$ cat src/rtl/pd_pkg.sv
package pd_pkg;
  localparam int N_W    = 10;
  localparam int CODE_W = 2;
  localparam int WORD_W = 16;

  // control word layout (decoded by neighbours, kept fixed)
  localparam int B_RSV  = 15;
  localparam int B_PDN1 = 14;
  localparam int B_PDN0 = 13;
  localparam int B_SEL0 = 12;
  localparam int B_EN0  = 11;
  localparam int B_P0   = 10;   // msb of rate A code
  localparam int B_P1   = 8;    // msb of rate B code
  localparam int B_BYP  = 6;

  localparam logic [WORD_W-1:0] CTRL_RST = 16'h1800;

  typedef struct packed {
    logic              pdn1;
    logic              pdn0;
    logic              sel0;
    logic              en0;
    logic [CODE_W-1:0] p0;
    logic [CODE_W-1:0] p1;
    logic              byp;
  } ctrl_t;
endpackage

$ cat src/rtl/pd_cfg_regs.sv
module pd_cfg_regs
  import pd_pkg::*;
#(
  parameter int              NW    = N_W,
  parameter logic [NW-1:0]   RST_N = '0
)(
  input  logic          clk,
  input  logic          rst,
  input  logic          cfg_wr,
  input  logic          cfg_word,
  input  logic          cfg_first,
  input  logic [7:0]    cfg_data,
  output ctrl_t         ctrl_q,
  output logic [NW-1:0] n_q,
  output logic          cfg_err
);
  logic [7:0]        stage_q;
  logic [WORD_W-1:0] word;
  logic              commit;
  logic              dc_unused;
  ctrl_t             ctrl_rst;
  ctrl_t             ctrl_nx;

  always_comb begin
    word      = {stage_q, cfg_data};
    commit    = cfg_wr && !cfg_first;
    dc_unused = ^word[B_BYP-1:0];
    ctrl_rst  = '{pdn1: CTRL_RST[B_PDN1], pdn0: CTRL_RST[B_PDN0],
                  sel0: CTRL_RST[B_SEL0], en0: CTRL_RST[B_EN0],
                  p0: CTRL_RST[B_P0 -: CODE_W], p1: CTRL_RST[B_P1 -: CODE_W],
                  byp: CTRL_RST[B_BYP]};
    ctrl_nx   = '{pdn1: word[B_PDN1], pdn0: word[B_PDN0],
                  sel0: word[B_SEL0], en0: word[B_EN0],
                  p0: word[B_P0 -: CODE_W], p1: word[B_P1 -: CODE_W],
                  byp: word[B_BYP]};
  end

  always_ff @(posedge clk) begin
    if (rst) begin
      stage_q <= '0;
      ctrl_q  <= ctrl_rst;
      n_q     <= RST_N;
      cfg_err <= 1'b0;
    end else begin
      cfg_err <= 1'b0;
      if (cfg_wr && cfg_first) stage_q <= cfg_data;
      if (commit) begin
        if (cfg_word) begin
          n_q <= word[WORD_W-1 -: NW];
        end else if (word[B_RSV]) begin
          cfg_err <= 1'b1;
        end else begin
          ctrl_q <= ctrl_nx;
        end
      end
    end
  end

  AST_RSV_BLOCKS: assert property (@(posedge clk) disable iff (rst)
    cfg_err |-> $stable(ctrl_q));
  AST_ERR_SINGLE: assert property (@(posedge clk) disable iff (rst)
    cfg_err |=> !cfg_err);
endmodule

$ cat src/rtl/pd_ratio.sv
module pd_ratio #(
  parameter int NW = 10,
  parameter int CW = 2,
  parameter int DW = NW + 1 + (2**CW - 1)
)(
  input  logic          sel0,
  input  logic          byp,
  input  logic [CW-1:0] p0,
  input  logic [CW-1:0] p1,
  input  logic [NW-1:0] n,
  output logic [DW-1:0] d0,
  output logic [DW-1:0] d1
);
  logic [NW:0] base;

  always_comb begin
    base = byp ? (NW+1)'(1) : ({1'b0, n} + (NW+1)'(2));
    d1   = DW'(base) << p1;
    d0   = sel0 ? (DW'(1) << p0) : DW'(1);
  end
endmodule

$ cat src/rtl/pd_div_core.sv
module pd_div_core #(
  parameter int DW = 14
)(
  input  logic          clk,
  input  logic          rst,
  input  logic [DW-1:0] d_req,
  output logic          tick,
  output logic          lvl
);
  logic [DW-1:0] cnt_q, d_act_q, cnt_nx, d_nx, d_safe;
  logic          wrap;

  always_comb begin
    d_safe = (d_req == '0) ? DW'(1) : d_req;
    wrap   = (cnt_q == d_act_q - 1'b1);
    cnt_nx = wrap ? '0 : cnt_q + 1'b1;
    d_nx   = wrap ? d_safe : d_act_q;
  end

  // reset parks the counter on a period end so the first edge starts a period
  always_ff @(posedge clk) begin
    if (rst) begin
      cnt_q   <= '0;
      d_act_q <= DW'(1);
      tick    <= 1'b0;
      lvl     <= 1'b0;
    end else begin
      cnt_q   <= cnt_nx;
      d_act_q <= d_nx;
      tick    <= (cnt_nx == '0);
      lvl     <= (cnt_nx < (d_nx >> 1));
    end
  end

  AST_CNT_RANGE: assert property (@(posedge clk) disable iff (rst)
    cnt_q < d_act_q);
  AST_HOLD_MIDPERIOD: assert property (@(posedge clk) disable iff (rst)
    !wrap |=> $stable(d_act_q));
  AST_START_LEVEL: assert property (@(posedge clk) disable iff (rst)
    tick |-> (lvl == (d_act_q > DW'(1))));
endmodule

$ cat src/rtl/pd_clk_divider.sv
module pd_clk_divider
  import pd_pkg::*;
#(
  parameter int NW = N_W,
  parameter int CW = CODE_W
)(
  input  logic       clk,
  input  logic       rst,
  input  logic       cfg_wr,
  input  logic       cfg_word,
  input  logic       cfg_first,
  input  logic [7:0] cfg_data,
  output logic       out0_tick,
  output logic       out0_lvl,
  output logic       out1_tick,
  output logic       out1_lvl,
  output logic       ctl_pdn1,
  output logic       ctl_pdn0,
  output logic       ctl_sel0,
  output logic       ctl_en0,
  output logic       cfg_err
);
  localparam int DW    = NW + 1 + (2**CW - 1);
  localparam int N_OUT = 2;

  ctrl_t          ctrl;
  logic [NW-1:0]  n_val;
  logic [DW-1:0]  dreq [N_OUT];
  logic [N_OUT-1:0] tk, lv;

  pd_cfg_regs #(.NW(NW)) u_cfg (
    .clk(clk), .rst(rst), .cfg_wr(cfg_wr), .cfg_word(cfg_word),
    .cfg_first(cfg_first), .cfg_data(cfg_data),
    .ctrl_q(ctrl), .n_q(n_val), .cfg_err(cfg_err)
  );

  pd_ratio #(.NW(NW), .CW(CW), .DW(DW)) u_ratio (
    .sel0(ctrl.sel0), .byp(ctrl.byp), .p0(ctrl.p0), .p1(ctrl.p1),
    .n(n_val), .d0(dreq[0]), .d1(dreq[1])
  );

  for (genvar g = 0; g < N_OUT; g++) begin : g_out
    pd_div_core #(.DW(DW)) u_core (
      .clk(clk), .rst(rst), .d_req(dreq[g]), .tick(tk[g]), .lvl(lv[g])
    );
  end

  assign out0_tick = tk[0];
  assign out0_lvl  = lv[0];
  assign out1_tick = tk[1];
  assign out1_lvl  = lv[1];
  assign ctl_pdn1  = ctrl.pdn1;
  assign ctl_pdn0  = ctrl.pdn0;
  assign ctl_sel0  = ctrl.sel0;
  assign ctl_en0   = ctrl.en0;
endmodule

$ cat config.mk
export PLATFORM = sky130hd
export DESIGN_NAME = pd_clk_divider
export DESIGN_NICKNAME = d
export VERILOG_FILES = /design/src/rtl/pd_pkg.sv /design/src/rtl/pd_cfg_regs.sv /design/src/rtl/pd_ratio.sv /design/src/rtl/pd_div_core.sv /design/src/rtl/pd_clk_divider.sv
export SDC_FILE = /design/constraint.sdc
export NUM_CORES = 1
export LEC_CHECK = 0
export BUFFER_PORTS_ARGS = -buffer_cell sky130_fd_sc_hd__buf_2
export CAP_MARGIN = 10
export CORE_ASPECT_RATIO = 2
export CORE_MARGIN = 4
export CORE_UTILIZATION = 40
export DETAILED_ROUTE_END_ITERATION = 8
export GPL_TIMING_DRIVEN = 1
export SYNTH_ARGS = -nofsm -noshare
export SYNTH_HDL_FRONTEND = slang
export SYNTH_SLANG_ARGS = --single-unit
$ cat constraint.sdc
create_clock -name clk -period 4.4 [get_ports clk]
set_input_delay 0.44 -clock clk [delete_from_list [all_inputs] [get_ports clk]]
set_output_delay 0.44 -clock clk [all_outputs]
set_load 0.01 [all_outputs]
**Word level (Yosys, flattened, before mapping)**

Cells that the tools add are included.

- Output and inout port bits: 9
- Input port bits: 13
- Register bits: 88

- Reductions and logical operators: 10
- Order comparisons: 2
- Multiplexer cells: 9
- Eq/ne operators: 2
- $add $sub $neg: 5
- Bitwise logic cells: 3
- Shift operators: 2

Operators by type and width:

| kind | count |
|---|---|
| $mux W14 | 7 |
| $logic_not A14 Y1 | 4 |
| $add A14 B1 Y14 const B | 2 |
| $eq A14 B14 Y1 | 2 |
| $lt A14 B13 Y1 | 2 |
| $sub A14 B1 Y14 const B | 2 |
| $shl A1 B2 Y14 const A | 1 |
| $shl A11 B2 Y14 | 1 |
| $add A10 B2 Y11 const B | 1 |
| $mux W11 | 1 |
| $not A1 Y1 | 3 |
| $reduce_and A3 Y1 | 1 |
| $reduce_or A3 Y1 | 1 |
| $logic_and A1 B1 Y1 | 2 |
| $reduce_and A2 Y1 | 1 |
| $logic_not A1 Y1 | 1 |
| $mux W1 | 1 |

**Logic depth before layout (Yosys ltp)**

Gate-level depths: netlist of the first run.

- Word-level depth: 7
- Mapped depth: 19
- Mapped depth without buffers: 18

**Hierarchy**

A second synthesis of the first run with hierarchy kept.

- Cells, all modules: 833
- Area, all modules: 6830.3 um^2

By module, submodules not included:

| module | seq. area each (um^2) | area an instance (um^2) | cells each | instances |
|---|---|---|---|---|
| pd_div_core | 600.6 | 2494.9 | 305 | 2 |
| pd_cfg_regs | 560.5 | 1197.4 | 117 | 1 |
| pd_ratio | 0.0 | 643.1 | 106 | 1 |

**Least setup slack after synthesis of the first run**

No wires, ideal clock.

- Kind: reg-to-reg
- Start point: register g_out[0].u_core.d_act_q[5]
- End point: register g_out[0].u_core.lvl
- Data arrival time: 3903 ps
- Cell stages (with the launch flop): 18
- Slack: 439 ps
- Setup time: 58 ps
- Cell sequence: dfxtp_1 or4_1 buf_2 or4_4 o21a_1 a2111oi_4 nand4_1 buf_2 clkbuf_1 nand2_1 ha_1 and4_1 a21oi_1 a21oi_1 o311ai_0 nand2_1 a41oi_2 o22a_1

- Word-level cells in the longest chain between the ends: 4
- Elaborated cells between the ends (all ways): 5
- Those cells by class: add/sub: 1; order compare: 1; eq/ne: 1; mux: 2

Ends and longest elaborated chain:

| item | line | text |
|---|---|---|
| start, declared | pd_div_core.sv:10 | `logic [DW-1:0] cnt_q, d_act_q, cnt_nx, d_nx, d_safe;` |
| start signal, assigned | pd_div_core.sv:29 | `d_act_q <= d_nx;` |
| $sub A14 B1 Y14 | pd_div_core.sv:15 | `wrap = (cnt_q == d_act_q - 1'b1);` |
| $eq A14 B14 Y1 | pd_div_core.sv:15 |  |
| $mux W14 (on tied branches) | pd_div_core.sv:16, pd_div_core.sv:17 |  |
| $lt A14 B13 Y1 * | pd_div_core.sv:31 | `lvl <= (cnt_nx < (d_nx >> 1));` |
| end signal, assigned | pd_div_core.sv:31 |  |
| end, declared | pd_div_core.sv:8 | `output logic lvl` |

Mark *: on every way between the ends. The rest lies on a longest branch, timed or not.
A chain may end at the register's enable or synchronous reset.

**Worst setup path in the final report of the first run**

- Start point: register g_out[0].u_core.d_act_q[0]
- End point: register g_out[0].u_core.lvl

- Word-level cells in the longest chain between the ends: 4
- Elaborated cells between the ends (all ways): 5
- Those cells by class: add/sub: 1; order compare: 1; eq/ne: 1; mux: 2

Ends and longest elaborated chain:

| item | line |
|---|---|
| $sub A14 B1 Y14 * | pd_div_core.sv:15 |
| $eq A14 B14 Y1 * | pd_div_core.sv:15 |
| $mux W14 (on tied branches) | pd_div_core.sv:16, pd_div_core.sv:17 |
| $lt A14 B13 Y1 * | pd_div_core.sv:31 |

Marked as above.

==> results.ini, run 1 <==
[floorplanning]
die-area_mm2=0.0159
floorplan.io_pins=22
core_area_mm2=0.0135
rows=60
die_w_um=91.3
fp.dieH_um=175
initial_core_util_pct=41.1

[grt]
antenna_found_initial=0
grt_max_degree=40
overflow=0
grt_usage_pct=20.9
grt_pass1_vias=5242
grt_pass1_wl_um=26100

[clock_tree]
clkSlewWorstSetupHoldPaths_ps=70
cts_sinks=88
numCtsBuffers=9
clockBufferDepth=2
clk_latency_ps=350
postCtsHoldBufs=0
clockRootBuffer=clkbuf_16
cts_max_level=3
cts_tree=built

[sta]
worst_slack_ps=294
post-route-period-util_pct=93.3
finalHoldViolCount=0
slew_violations=0
worstMarginPinSlew_ps=961
fmax_ghz=0.244
fin_crit_ps=4110
final.setup_skew_ps=5.65
setup_viol=0
relSlewSlack_pct=35.7

[place]
dp_slack_ps=-20.6
gp_congestion=0.929
post_dp_cell_area_mm2=0.00585
portBuffers=21
dpl.hpwl_um=12800

[outcome]
status=complete, no violations

[logic_synthesis]
synth_area_leader_cell=dfxtp_1
synth_ff_type=dfxtp_1
seq_area_frac_synth_pct=31.7
synth_cell_type_count=62
yosysWarnings=0
synth_cells=687
synth-edff-count=0
synth_area_mm2=0.00555
syn_avg_cell_area_um2=8.08
ys_async_sr_fraction_pct=0
synth_nets=729
ys_top_cells_by_area=dfxtp_1, nor2_1, mux2i_1, ha_1, xor2_1
synth_top_area_share_pct=31.7
ys_ff_latch=88

[worst_setup_path]
cp_max_fo=17
worstSetupPathType=flop to flop
crit_buf_inv=2
max_stage_delay_ps=690
worstSetupEndpointType=flop
startpoint_type=flop
critPathSlowestCell=or4b_2
cpLargestDelayFamily=simple AND/OR/NAND/NOR gates
crit_arrival_ps=4400
worstPathRequired_ps=4690
path_cells=inv_1 -> ha_1 -> or4b_2 -> or4_1 -> a32oi_1 -> o21ai_0 -> nand4_1 -> buf_4 -> nand2_1 -> ha_1 -> and4_1 -> a21oi_1 -> a21oi_1 -> o311ai_0 -> nand2_1 -> a41oi_2 -> o22a_1

[layout]
layout-drive-gt1-share_pct=12.4
n_antenna_cell=0
syn_to_final_growth_pct=13.4
fin_area_mm2=0.00630
final_util_pct=46.6
final_nets=750
nFillCells=1350

[drt]
drtIter0Drc=216
drc=0
ant_nets=0
wl_per_cell_um=19.1
post_drt_via_cell_ratio=5.89
firstDrtPassIters=5
num_vias=5110
finalWirelength_um=16500

[power_and_ir_drop]
p_leak_uw=0.00251
power_density_mw_per_mm2=397
ir_drop_mv=0.301

[worst_hold_path]
hp-class=input port to flop

[run]
maxCapViolations=0

[worst paths after layout]
kind,from,endpoint,slack [ps],cells after the start
min,cfg_data[5],u_cfg.stage_q[5],360,3
min reg2reg,u_cfg.ctrl_q[5],u_cfg.ctrl_q[5],480,2
max,g_out[0].u_core.d_act_q[0],g_out[0].u_core.lvl,290,17
max reg2reg,g_out[0].u_core.d_act_q[0],g_out[0].u_core.lvl,290,17
[per-stage QoR]
step | hold slack [ps] | std cells | setup TNS, ps | power (µW)
global route | 355 | 867 | -6.85 | 2620
global placement | 459 | 843 | 0 | 1510
finish | 357 | 867 | 0 | 2500
detailed placement | 473 | 843 | -20.6 | 1530
CTS | 349 | 858 | 0 | 2370
floorplan | 448 | 687 | 0 | 1340
[per-layer routing]
layer / vias to the layer above / GRT usage (%) / share of wire, %
li1: 2483 / - / -
met1: 2441 / 17.3 / 31
met2: 113 / 41.9 / 58
met3: 73 / 3.27 / 2.2
met4: 0 / 16.5 / 8.0
met5: - / 0 / 0
[what timing repair did]
| item | CTS | global route |
|---|---|---|
| pin swaps | 0 | 3 |
| endpoints found under the setup margin | 1 | 2 |
| gates cloned | 0 | 1 |
| buffers inserted | 0 | 8 |
| gates resized for setup | 1 | 9 |
[power by group]
part	internal (µW)	switching [µW]	total (µW)	leakage, µW
Combinational	370	414	784	0.00164
Sequential	831	45.9	877	0.000712
Clock	500	342	841	0.000157
Total	1700	802	2500	0.00251
[worst reg2reg max path, delay by kind of cell (launching register included)]
kind | cells | cell delay (ps)
flip-flops | 1 | 340
AO/OA/AOI/OAI | 7 | 1180
AND/OR/NAND/NOR | 6 | 1710
buffers and inverters | 2 | 330
adder cells (fa/ha/maj) | 2 | 490
[state kept, by name (all words and copies together), names as in the netlist]
name	flops
g_out.u_core.cnt_q	28
g_out.u_core.d_act_q	28
u_cfg.n_q	10
u_cfg.ctrl_q	9
u_cfg.stage_q	8
g_out.u_core.lvl	2
g_out.u_core.tick	2
u_cfg.cfg_err	1
[cell usage after synthesis, drive strengths merged, types with 3 or more instances]
cell / instances
nor2: 114
dfxtp: 88
nand2: 53
nand3: 41
mux2i: 38
clkbuf: 31
xor2: 30
ha: 29
xnor2: 28
a21oi: 24
and3: 18
inv: 17
nor3: 17
o21ai: 17
nand4: 12
buf: 10
and4: 9
a21o: 8
nor4: 8
nand3b: 7
nor2b: 7
or4: 7
a2111oi: 5
o22ai: 5
a211oi: 4
nand2b: 4
o31ai: 4
a22oi: 3
a311oi: 3
a31oi: 3
and2: 3
mux2: 3
o211ai: 3
o31a: 3
or4b: 3
[area by class of cell]
type / instances / area, µm² / share of cell area (%)
Sequential cell: 88 / 1760 / 28.0
Tap cell: 155 / 194 / 3.08
Inverter: 17 / 63.8 / 1.01
Timing Repair Buffer: 51 / 360 / 5.72
Clock buffer: 9 / 225 / 3.57
Clock inverter: 6 / 93.8 / 1.49
Multi-Input combinational cell: 541 / 3600 / 57.2
[cell usage in the layout, fill, tap and decap left out, drive strengths merged, types with 18 or more instances in the layout]
cell type  instances
nor2             114
a21oi             24
ha                29
inv               18
nand2             53
xor2              30
and3              18
dfxtp             88
nand3             41
xnor2             28
mux2i             38
buf               50
[logic make-up (layout without fill, tap and decap cells)]
kind of cell / after synthesis / in the layout / share of synthesized area (%)
AOI/OAI and AO/OA: 99 / 99 / 12.5
and+or+nand+nor: 314 / 314 / 28.5
muxes: 41 / 41 / 7.46
adders and majority gates: 29 / 29 / 6.53
xor gates and xnor gates: 58 / 58 / 9.15
buffers and inverters: 58 / 83 / 4.19
DFF: 88 / 88 / 31.7
Power figures use the tool's default switching activity.
==> run 2: changes to the inputs <==
--- a/config.mk
+++ b/config.mk
@@ -5,6 +5,7 @@
 export SDC_FILE = /design/constraint.sdc
 export NUM_CORES = 1
 export LEC_CHECK = 0
+export ABC_AREA = 1
 export BUFFER_PORTS_ARGS = -buffer_cell sky130_fd_sc_hd__buf_2
 export CAP_MARGIN = 10
 export CORE_ASPECT_RATIO = 2
==> run 2 against run 1 <==
  * Utilization down 2.3 points
  * Routed wire length down 1.9%
  * Clock skew up 1.7 ps
  * Fmax up 20%
  * Sequential power up 6.6%
  * Clock-buffer cell count up 3
  * Sequential cell count unchanged
  * Non-clock buffer count down 28
  * Total power up 29%
  * First-iteration DRC count down 33%
  * Critical endpoint unchanged
  * Largest cell class unchanged
  * Highest routed layer unchanged
==> results.ini, run 2 <==
[outcome]
status=complete, no violations

[clock_tree]
postCtsSetupRepairBufs=0  ; unchanged
cts_resized=0  ; -1
clkSlewWorstSetupHoldPaths_ps=60  ; about the same
numCtsBuffers=9  ; unchanged
clockBufferDepth=2  ; unchanged
postCtsHoldBufs=0  ; unchanged
cts_tree=built
clk_latency_ps=340  ; about the same
clockRootBuffer=clkbuf_16
cts_sinks=88  ; unchanged
cts_max_level=3  ; unchanged

[grt]
grt_usage_pct=20.8  ; -0.12 points
grt_pass1_vias=5597  ; +6.8%
overflow=0  ; unchanged
grt_pass1_wl_um=26500  ; +1.4%
antenna_found_initial=0  ; unchanged
grt_max_degree=62  ; +55%

[logic_synthesis]
synth_top_family_by_area=simple AND/OR/NAND/NOR gates
synth.area.mux_share_pct=0  ; -7.5 points
synthAdderAreaFrac_pct=6.22  ; -0.31 points
synth_area_mm2=0.00583  ; +5.0%
synth-edff-count=0  ; unchanged
synthTopCellsByCount=nand2_1, nor2_1, inv_1
seq_area_frac_synth_pct=30.2  ; -1.5 points
synth_area_leader_cell=dfxtp_1
synth_cells=917  ; +33%
synth_cell_type_count=39  ; -37%
synth-compound-area-share_pct=8.71  ; -3.8 points
ys_top_cells_by_area=dfxtp_1, nand2_1, nor2_1, inv_1, ha_1
synth-xor-area-share_pct=6.03  ; -3.1 points
ys_async_sr_fraction_pct=0  ; unchanged
ys_ff_latch=88  ; unchanged
synth_top_area_share_pct=30.2  ; -1.5 points
yosysWarnings=0  ; unchanged
synth_nets=959  ; +32%
yosys.cell_count.top_type=nand2_1
synth_ff_type=dfxtp_1
syn_avg_cell_area_um2=6.36  ; -21%
synth-simple-area-share_pct=39.5  ; +11 points

[power_and_ir_drop]
p_leak_uw=0.00308  ; +23%
p_int_uw=1760  ; +3.8%
pwr-share-seq_pct=28.9  ; -6.1 points
ir_drop_mv=0.344  ; +14%
clkPwrFrac_pct=22.6  ; -11 points
p_comb_share_pct=48.5  ; +17 points
power_density_mw_per_mm2=508  ; +28%
switching_share_pct=45.4  ; +13 points
p_total_uw=3230  ; +29%
p_sw_uw=1470  ; +83%

[place]
portBuffers=21  ; unchanged
dpl.hpwl_um=13300  ; +3.9%
gp_congestion=0.870  ; -6.3%
dp_slack_ps=897  ; +918 ps

[worst_setup_path]
cp_max_fo=19  ; +2
rrSetupSlack_ps=970  ; +680 ps
crit_arrival_ps=3700  ; -700 ps
startpoint_type=flop
critPathSlowestCell=nand2_1
path_cells=inv_2 -> ha_1 -> nand2_1 -> nor2_1 -> nand2_1 -> nand2_1 -> nand2_1 -> nor2_1 -> nand3_1 -> nor2_1 -> nand2_1 -> nand3_1 -> inv_1 -> ha_1 -> a21oi_1 -> nor2_1 -> a211oi_1 -> nor2_1 -> nor2_1 -> nand2_1 -> nor2_1
crit_buf_inv=2  ; unchanged
worstSetupEndpointType=flop
rr_worst_depth=21  ; +4
cpMostUsedCell=nor2_1
reg2reg_from=g_out[0].u_core.d_act_q[0]
cpLargestDelayFamily=simple AND/OR/NAND/NOR gates
worstPathRequired_ps=4680  ; about the same
worstSetupPathType=flop to flop
max_stage_delay_ps=410  ; -280 ps
r2r_end=g_out[0].u_core.lvl

[drt]
drc=0  ; unchanged
ant_nets=0  ; unchanged
num_vias=5540  ; +8.4%
post_drt_via_cell_ratio=4.93  ; -16%
wl_met3_um=194  ; -47%
drtIter0Drc=144  ; -33%
top_layer=met4
finalWirelength_um=16200  ; -1.9%
wl_per_cell_um=14.4  ; -24%
met2WireLength_um=9650  ; -0.21%
drt-met1-wl_um=5220  ; +0.73%
firstDrtPassIters=6  ; +1

[sta]
post-route-period-util_pct=77.9  ; -15 points
slew_violations=0  ; unchanged
worstMarginPinSlew_ps=703  ; -258 ps
fin_crit_ps=3430  ; -680 ps
rsz0062_at_grt=no
worst_slack_ps=974  ; +680 ps
relSlewSlack_pct=53.2  ; +17 points
finalHoldViolCount=0  ; unchanged
setup_viol=0  ; unchanged
final.setup_skew_ps=7.36  ; +1.71 ps
tns_ps=0  ; unchanged
fmax_ghz=0.292  ; +20%
whs_ps=354  ; -2.98 ps

[worst_hold_path]
min_to=u_cfg.stage_q[1]
hp-class=input port to flop
holdPathStages=3  ; unchanged
min_from=cfg_data[1]

[layout]
multi_input_area_mm2=0.00352  ; -2.2%
final_nets=969  ; +29%
layout-drive-gt1-share_pct=8.48  ; -3.9 points
syn_to_final_growth_pct=9.14
n_antenna_cell=0  ; unchanged
ff_latch_area_mm2=0.00176  ; unchanged
final_cell_mix=nand2_1, nor2_1, inv_1, dfxtp_1, nand3_1
nFillCells=1561  ; +16%
top_regs=g_out.u_core.cnt_q (28), g_out.u_core.d_act_q (28), u_cfg.n_q (10)
final_util_pct=44.3  ; -2.3 points
final_common_cell=nand2_1

[floorplanning]
rows=62  ; +3.3%
core_area_mm2=0.0144  ; +6.2%
die_w_um=93.4  ; +2.2%
die-area_mm2=0.0167  ; +4.6%
floorplan.io_pins=22  ; unchanged
initial_core_util_pct=40.6  ; -0.48 points
fp.dieH_um=179  ; +2.3%

[run]
maxCapViolations=0  ; unchanged

-- run 2: worst max path at each step --
| stage | endpoint | slack (ps) | cells past startpoint | startpoint |
|---|---|---|---|---|
| detailed placement | g_out[0].u_core.lvl | 900 | 21 | g_out[0].u_core.d_act_q[0] |
| global placement | g_out[0].u_core.lvl | 870 | 21 | g_out[0].u_core.d_act_q[0] |
| global route | g_out[0].u_core.lvl | 510 | 21 | g_out[0].u_core.d_act_q[0] |
| CTS | g_out[0].u_core.lvl | 870 | 21 | g_out[0].u_core.d_act_q[0] |
| finish | g_out[0].u_core.lvl | 970 | 21 | g_out[0].u_core.d_act_q[0] |
| floorplan | g_out[1].u_core.lvl | 1650 | 19 | g_out[1].u_core.d_act_q[0] |
-- run 2: stage by stage --
step	instances	cell area, µm²
after floorplan	917	5830
after global placement	1108	6080
after detailed placement	1108	6080
after CTS	1124	6360
after global routing	1124	6360
final	1124	6360
-- run 2: metal layers --
layer / up-vias / track usage (%)
met5: - / 0
met4: 0 / 15.1
met3: 53 / 2.18
met2: 71 / 43.2
met1: 2503 / 17.0
li1: 2913 / -
-- run 2: final cells by class --
cell class	count	share of cell area, %
clock inverter	4	0.452
clock buffer	12	4.03
sequential	88	27.7
inverter	115	6.78
tap	192	3.78
timing repair buffer	23	1.89
multi-input combinational	690	55.4
-- run 2: power by group through the flow --
stage                     Combinational, µW  Clock (µW)  Sequential (µW)
final                                  1570         729              935
after global routing                   1800         778              942
after CTS                              1610         753              936
after detailed placement               1600           0              953
after global placement                 1600           0              953
after floorplan                        1220           0              937
-- run 2: cell families (layout without fill, tap and decap cells) --
kind of cell | count (synthesis) | count (layout)
AND/OR/NAND/NOR | 527 | 527
buffers and inverters | 139 | 154
AO/OA/AOI/OAI | 97 | 97
flip-flops | 88 | 88
XOR/XNOR | 37 | 37
adder cells (fa/ha/maj) | 29 | 29
-- run 2: worst reg2reg max path, stage by stage (launching register included) --
cell	delay (ps)
dfxtp_1	330
inv_2	140
ha_1	260
nand2_1	120
nor2_1	210
nand2_1	100
nand2_1	80
nand2_1	50
nor2_1	140
nand3_1	100
nor2_1	90
nand2_1	410
nand3_1	290
inv_1	70
ha_1	290
a21oi_1	140
nor2_1	60
a211oi_1	180
nor2_1	80
nor2_1	80
nand2_1	60
nor2_1	70
==> run 3: changes to the inputs <==
==> constraint.sdc (replaced) <==
create_clock -name clk -period 3.37 [get_ports clk]
set_input_delay 0.337 -clock clk [delete_from_list [all_inputs] [get_ports clk]]
set_output_delay 0.337 -clock clk [all_outputs]
set_load 0.01 [all_outputs]
==> run 3 against run 2 <==
  * Non-clock buffer count increased by 6
  * Sequential share of layout area decreased by 0.24 points
  * Clock-buffer cell count decreased by 2
  * Register-to-register slack got worse by 650 ps
  * Via count increased by 0.49%
  * Fmax increased by 12%
==> results.ini, run 3 (synthesized netlist as in run 2, its figures left out) <==
[outcome]
status=complete, no violations

[run]
maxCapViolations=0  ; unchanged

[grt]
overflow=0  ; unchanged
grt_pass1_vias=5686  ; +1.6%
antenna_found_initial=0  ; unchanged
grt_usage_pct=20.7  ; -0.071 points
grt_pass1_wl_um=26800  ; +1.0%
grt_max_degree=61  ; -1.6%

[layout]
final_cell_mix=nand2_1, nor2_1, inv_1, dfxtp_1, nand3_1
ff_latch_area_mm2=0.00176  ; unchanged
layout-drive-gt1-share_pct=9.28  ; +0.80 points
nFillCells=1557  ; -0.26%
multi_input_area_mm2=0.00353  ; +0.25%
final_common_cell=nand2_1
n_antenna_cell=0  ; unchanged
fin_area_mm2=0.00642  ; +0.89%
syn_to_final_growth_pct=10.1
top_regs=g_out.u_core.cnt_q (28), g_out.u_core.d_act_q (28), u_cfg.n_q (10)
final_nets=975  ; +0.62%

[sta]
final.setup_skew_ps=11.2  ; +3.88 ps
rsz0062_at_grt=no
finalHoldViolCount=0  ; unchanged
worstMarginPinSlew_ps=671  ; -31.6 ps
fin_crit_ps=3050  ; -376 ps
post-route-period-util_pct=90.5  ; +13 points
worst_slack_ps=320  ; -654 ps
fmax_ghz=0.328  ; +12%
relSlewSlack_pct=55.3  ; +2.1 points
tns_ps=0  ; unchanged
slew_violations=0  ; unchanged
setup_viol=0  ; unchanged

[drt]
ant_nets=0  ; unchanged
drc=0  ; unchanged
met2WireLength_um=9820  ; +1.7%
drt-met1-wl_um=5220  ; about the same
drtIter0Drc=162  ; +13%
num_vias=5567  ; +0.49%
top_layer=met4
finalWirelength_um=16400  ; +0.74%
wl_met3_um=232  ; +20%
post_drt_via_cell_ratio=4.93  ; about the same
firstDrtPassIters=5  ; -1
wl_per_cell_um=14.5  ; +0.20%

[floorplanning]
initial_core_util_pct=40.6  ; unchanged
die_w_um=93.4  ; unchanged
die-area_mm2=0.0167  ; unchanged
floorplan.io_pins=22  ; unchanged
rows=62  ; unchanged
core_area_mm2=0.0144  ; unchanged
fp.dieH_um=179  ; unchanged

[worst_setup_path]
worstPathRequired_ps=3590  ; -1090 ps
worstSetupEndpointType=flop
cp_max_fo=19  ; unchanged
startpoint_type=flop
worstSetupPathType=flop to flop
crit_arrival_ps=3270  ; -430 ps

[clock_tree]
cts_tree=built
numCtsBuffers=9  ; unchanged
clk_latency_ps=340  ; about the same
clockBufferDepth=2  ; unchanged
clockRootBuffer=clkbuf_16
cts_max_level=3  ; unchanged
clkSlewWorstSetupHoldPaths_ps=70  ; about the same
cts_sinks=88  ; unchanged

[power_and_ir_drop]
power_density_mw_per_mm2=680  ; +34%
p_leak_uw=0.00311  ; +1.1%
ir_drop_mv=0.512  ; +49%

[place]
dpl.hpwl_um=13400  ; +0.40%
portBuffers=21  ; unchanged
dp_slack_ps=261  ; -637 ps
gp_congestion=0.861  ; -1.0%
post_dp_cell_area_mm2=0.00612  ; +0.74%

[worst_hold_path]
hp-class=input port to flop

[run 3: cell types whose count changed in the layout (fill, tap and decap cells not counted), moves of 2 or more]
cell	delta
buf_4	+6
inv_6	+3
inv_8	+2
clkbuf_8	-2
[run 3: layout make-up]
cell class	instances	area share (%)
Multi-Input combinational cell	690	55.0
Inverter	115	6.76
Tap cell	192	3.74
Timing Repair Buffer	29	2.57
Sequential cell	88	27.4
Clock inverter	6	0.877
Clock buffer	10	3.57
[run 3: final timing paths]
kind,from,endpoint,slack [ps],cells past startpoint
worst max register to register,g_out[1].u_core.d_act_q[0],g_out[1].u_core.lvl,320,16
worst min register to register,u_cfg.ctrl_q[5],u_cfg.ctrl_q[5],460,2
worst max-delay path,g_out[1].u_core.d_act_q[0],g_out[1].u_core.lvl,320,16
worst min-delay path,cfg_data[3],u_cfg.stage_q[3],250,3
[run 3: routing by layer]
layer	up-vias	track usage, %
li1	2929	-
met1	2508	17.1
met2	78	43.6
met3	52	2.31
met4	0	13.3
met5	-	0
[run 3: metrics by stage]
stage / utilization [%] / hold WS (ps) / cells / power [µW]
floorplan: - / 447 / 917 / 2810
global placement: 42.7 / 440 / 1114 / 3400
detailed placement: 42.7 / 447 / 1114 / 3400
CTS: 44.6 / 239 / 1130 / 4400
global route: 44.7 / 269 / 1130 / 4740
finish: 44.7 / 246 / 1130 / 4370
[run 3: where the power goes]
group	total, µW	internal, µW	switching [µW]
sequential	1220	1130	87.3
combinational	2160	732	1430
clock	982	519	463
[run 3: repair_timing]
item / in CTS / in global routing
hold endpoints to repair: 0 / 0
setup endpoints to repair: 0 / 2
hold buffers: 0 / 0
resized for setup: 0 / 4
buffers inserted: 0 / 0
[run 3: critical path: stages, from the launching register on]
cell,delay [ps]
dfxtp_1,360
inv_2,60
ha_1,240
or2_2,300
nand2_1,70
xor2_1,60
nor2_1,100
nand2_1,70
nor2_1,150
nand2_1,100
buf_4,220
o21ai_0,190
inv_1,80
ha_1,290
nand2_1,90
nor4_2,410
a21oi_1,120
